==> config.mk <==
export PLATFORM = sky130hd
export DESIGN_NAME = reloc_unit
export DESIGN_NICKNAME = d
export VERILOG_FILES = /design/src/rtl/reloc_unit.sv
export SDC_FILE = /design/constraint.sdc
export NUM_CORES = 1
export LEC_CHECK = 0
export ABC_AREA = 1
export BUFFER_PORTS_ARGS = -buffer_cell sky130_fd_sc_hd__buf_2
export CAP_MARGIN = 20
export CORE_MARGIN = 2
export CORE_UTILIZATION = 56
export CTS_CLUSTER_SIZE = 24
export DETAILED_ROUTE_END_ITERATION = 7
export PLACE_DENSITY = 0.9
export SLEW_MARGIN = 40
export SYNTH_ARGS = -nofsm -noshare
export SYNTH_HDL_FRONTEND = slang
export SYNTH_SLANG_ARGS = --single-unit
export TNS_END_PERCENT = 10
==> constraint.sdc <==
create_clock -name clk -period 3.17 [get_ports clk]
set_input_delay 0.634 -clock clk [delete_from_list [all_inputs] [get_ports clk]]
set_output_delay 0.634 -clock clk [all_outputs]
set_load 0.02 [all_outputs]
==> src/rtl/reloc_unit.sv <==
module reloc_unit #(
  parameter int PA_W   = 24,
  parameter int BASE_W = 24
) (
  input  logic            clk,
  input  logic            rst_n,
  input  logic            en_strap,
  input  logic            priv,
  input  logic            cfg_we,
  input  logic            cfg_sel,
  input  logic [PA_W:0]   cfg_wdata,
  input  logic            ea_valid,
  input  logic            ea_wr,
  input  logic [PA_W-1:0] ea,
  output logic [PA_W-1:0] pa,
  output logic            mem_we,
  output logic            abort,
  output logic [PA_W-1:0] abort_ea
);
  localparam int SHIFT = PA_W - BASE_W;
  localparam int BD_W  = PA_W + 1;
  localparam logic [BD_W-1:0] BOUND_MAX = BD_W'(1) << PA_W;

  logic [BASE_W-1:0] base_q;
  logic [BD_W-1:0]   bound_q;
  logic [PA_W-1:0]   offset;
  logic              over;

  assign offset = PA_W'(base_q) << SHIFT;
  assign pa     = en_strap ? ea + offset : ea;
  assign over   = en_strap && ea_valid && ({1'b0, ea} >= bound_q);

  always_ff @(posedge clk) begin
    if (!rst_n) begin
      base_q   <= '0;
      bound_q  <= BOUND_MAX;
      abort    <= 1'b0;
      mem_we   <= 1'b0;
      abort_ea <= '0;
    end else begin
      if (cfg_we && priv) begin
        if (cfg_sel) bound_q <= cfg_wdata;
        else         base_q  <= cfg_wdata[BASE_W-1:0];
      end
      abort  <= over;
      mem_we <= ea_valid && ea_wr && !over;
      if (over) abort_ea <= ea;
    end
  end


  cfg_guard_chk: assert property (@(posedge clk) disable iff (!rst_n)
    !(cfg_we && priv) |=> ($stable(base_q) && $stable(bound_q)));


  abort_src_chk: assert property (@(posedge clk) disable iff (!rst_n)
    abort |-> $past(ea_valid && en_strap));


  wstrobe_src_chk: assert property (@(posedge clk) disable iff (!rst_n)
    mem_we |-> $past(ea_valid && ea_wr));


  strap_off_chk: assert property (@(posedge clk) disable iff (!rst_n)
    $past(!en_strap) |-> !abort);


  abort_pulse_chk: assert property (@(posedge clk) disable iff (!rst_n)
    (abort && !ea_valid) |=> !abort);
endmodule

# Word level (Yosys, flattened, before mapping)
# Cells that the tools add are included.
[totals] mem_count=0 input_bits=57 word_cells=17 ff_bits=75 rom_bits=0 latch_bits=0 out_inout_bits=50 mem_bits_rw=0
[op_classes] mux=1 add_sub_neg=1 mul=0 shift=0 magnitude_cmp=1 eq_ne=0 bitwise=1 n_reduce_logical=8 div_mod_pow=0
[ops] operator="$ge 24x25->1" count=1
[ops] operator="$add 24x24->24" count=1
[ops] operator="$mux 24" count=1
[ops] operator="$logic_and 1x1->1" count=5
[ops] operator="$reduce_and 2->1" count=2
[ops] operator="$logic_not 1->1" count=1
[ops] operator="$not 1->1" count=1

# Logic depth before layout (Yosys ltp)
[logic_depth] ltp_word=4 mapped_depth=14

# Worst setup path after synthesis
# No wires, ideal clock.
[synth_timing] path_kind="input to output" startpoint="input port ea[0]" endpoint="output port pa[8]" arrival_time_ns=2.275 slack_ns=0.261 stages=10 required_time_ns=2.536 path_cell_list="ha_1 > inv_1 > fa_1 > inv_1 > nand3_1 > nand3_1 > inv_1 > o21bai_1 > xnor2_1 > o21ai_0"
[synth_between] elab_chain_cells=2
[synth_lines] element="start: declaration" line="14" text="input logic [PA_W-1:0] ea,"
[synth_lines] element="$add 24x24->24" line="30" text="assign pa = en_strap ? ea + offset : ea;"
[synth_lines] element="$mux 24" line="30"
[synth_lines] element="end: declaration" line="15" text="output logic [PA_W-1:0] pa,"
# Every way passes these cells.

# Worst setup path in the final report
[layout_timing] startpoint="input port ea[19]" endpoint="output port pa[23]"
# The elaborated chain is that of the path after synthesis.

==> key figures <==
Global route
  • Largest net degree at the start of global routing: 75
  • Initial antenna violation count: 0
  • Total Routing Usage GR: 31.8%
  • M1 GR Usage: 42.6%
  • First-pass GRT wire length: 25,300 µm
  • Met2 Usage GRT: 51.9%
  • GRT busiest layer: met2
  • Vias in the first global route: 5,362
  • Total global routing overflow: 0
  • Met3 Track Usage GR: 4.30%

Yosys
  • Synth Warn #: 0
  • Sequential fraction of the synthesis area: 28.7%
  • Cells after synthesis: 835
  • Mapped Area: 5240 µm²
  • Most used DFF post-synth: dfxtp_1
  • Post-Syn Nets: 940
  • Syn avg cell area: 6.27 µm²
  • Number of synthesized register bits: 75
  • Fraction of registers with async set/reset: 0%
  • Synth cell types: 31
  • Post-synth EDFFs: 0

Clock tree
  • CTS Sinks: 75
  • Skew-Pair Late Insertion Delay: 350 ps
  • Clock Tree Root: clkbuf_8
  • Maximum clock path buffer count: 2
  • Post-cts resize count: 0
  • CTS tree: built
  • H-tree Lvls: 3
  • CTS Buf Count: 9
  • CTS clk-pin slew, worst paths: 80 ps
  • Postcts setup bufs: 0
  • Post-CTS Hold Buffers: 0

Setup path
  • Setup CP Type: in2out
  • Startpoint type of the worst setup path: input port
  • Setup crit start: ea[19]
  • Worst Path Max Fanout: 5
  • R2r startpoint: bound_q[20]
  • Worst EP arrival: 2480 ps
  • CP required: 2540 ps
  • Worst R2R End: abort_ea[16]
  • Critical Path End Type: output pin
  • Reg2Reg Depth: 14
  • R2R Setup Slk: 810 ps

Floorplanning
  • Initial Util: 57.2%
  • I/O Pins: 107
  • Site Rows: 35
  • Die footprint: 10,100 µm²
  • Die Span Y: 101 µm
  • Core box area: 9150 µm²
  • Die Wd: 101 µm

Placement
  • DP Cell Count: 1,039
  • # port buffers: 106
  • GPL Wtd Cong: 0.930
  • Post-DP HPWL: 12,000 µm
  • Cell Area, Placed: 5900 µm²

Drt
  • Vias per std cell: 5.46
  • Vias post-DR: 5,752
  • WL final: 15,900 µm
  • First-pass DRT Iterations: 6
  • Initial DRC Count: 498
  • # DRC: 0
  • Final ANT Viol Nets: 0
  • Wirelength per Cell: 15.1 µm

Timing
  • Least-Margin Pin Slew: 778 ps
  • Final setup fails: 0
  • Final Skew: 13.7 ps
  • Slew headroom: 47.8%
  • Final hold vios: 0
  • Tcrit/Tclk final: 98.1%
  • Final Max Tran Viols: 0
  • Hold WS: 463 ps
  • Unrepaired setup endpoints after global routing: no
  • Fmax: 322 MHz
  • Min Tclk post-route: 3110 ps
  • TNS Setup: 0 ps

Worst hold path
  • HP Start: bound_q[9]
  • Worst hold path class: reg2reg
  • Hold EP: bound_q[9]
  • Hold Path Cell Cnt: 2

Pwr
  • VDD IR max: 0.000314 V
  • Final Power: 2.39 mW
  • Pwr/cell area: 392 nW/µm²
  • Leakage power: 3.25 nW

Cells and area
  • Most frequent cells in the layout: nand2_1 (204), nor2_1 (121), inv_1 (111)
  • Ant. Diodes: 0
  • Commonest non-fill, non-tap cell in the layout: nand2_1
  • FILL cells: 825
  • Finished Cell Area: 6100 µm²
  • Post-layout net count: 1,044
  • Synth-to-layout area growth: 16.4%
  • Share of layout cells above drive strength 1: 16.6%
  • Non-filler cells, final: 1,054

Status
  • Status: finished clean

Run
  • Max-Cap Viols: 0
[worst max-delay path by stage]
stage | endpoint | cells past startpoint | slack [ps]
finish | pa[23] | 13 | 60
global route | pa[22] | 14 | 10
CTS | pa[16] | 14 | 50
detailed placement | pa[16] | 14 | 80
global placement | pa[16] | 14 | 120
floorplan | pa[8] | 10 | 260
[cell families (layout without fill, tap and decap cells)]
logic type	after synthesis	count (layout)	synth area share, %
AOI/OAI and AO/OA	152	152	15.7
adders and majority gates	48	48	11.6
buffers and inverters	145	253	11.2
DFF	75	75	28.7
and+or+nand+nor	409	409	31.9
xor gates and xnor gates	6	6	1.00
[routing by layer]
layer / wire [µm] / share of wire (%)
met4: 609 / 3.8
met5: 0 / 0
met2: 7340 / 46
met1: 6620 / 42
met3: 1350 / 8.5
[per-stage QoR]
stage          util [%]  worst slack, ps
4_1_cts            66.5             53.0
3_3_place_gp       64.4              124
2_1_floorplan         -              261
3_5_place_dp       64.4             81.1
5_1_grt            66.6             12.0
6_report           66.6             61.0
[where the power goes]
group / internal [mW] / leakage (nW) / switching [mW]
registers: 0.980 / 0.611 / 0.0187
logic: 0.228 / 2.54 / 0.432
clock network: 0.362 / 0.0959 / 0.367
total: 1.57 / 3.25 / 0.817
[cells in the mapped netlist, types with 2 or more instances]
cell,count,share of area [%]
a21oi_1,64,6.1
a21oi_2,11,1.8
buf_2,7,0.67
buf_6,3,0.65
clkbuf_1,20,1.4
dfxtp_1,75,29
ha_1,47,11
inv_1,112,8.0
nand2_1,204,15
nand3_1,64,6.1
nand3b_1,3,0.43
nand4_1,5,0.60
nor2_1,121,8.7
nor3_1,5,0.48
o21ai_0,68,6.5
o21bai_1,4,0.57
o22ai_1,2,0.24
or2_1,2,0.24
or2_2,2,0.24
xnor2_1,4,0.67
xor2_1,2,0.33
[final cells by class]
cell class | count | area (µm²) | share of cell area [%]
clock buffer | 9 | 124 | 2.03
clock inverter | 6 | 65.1 | 1.07
inverter | 113 | 424 | 6.96
multi-input combinational | 615 | 3160 | 51.8
sequential | 75 | 1500 | 24.6
tap | 111 | 139 | 2.28
timing repair buffer | 125 | 686 | 11.2
[state kept, by name, summed over array words and instances (netlist names)]
name and cells:
mem_we 1, abort_ea 24, base_q 24, bound_q 25
abort 1
[critical path, cell delays in order]
cell     delay (ps)
buf_2           110
ha_1            380
nand2_1         150
nor3_1          260
nand2_1         120
nor2_1          140
nand2_1          90
nand3_1         110
nand2_1          50
nand2_1          70
nand2_1          60
nand2_1         120
buf_2           180
(Power assumes the default switching activity.)
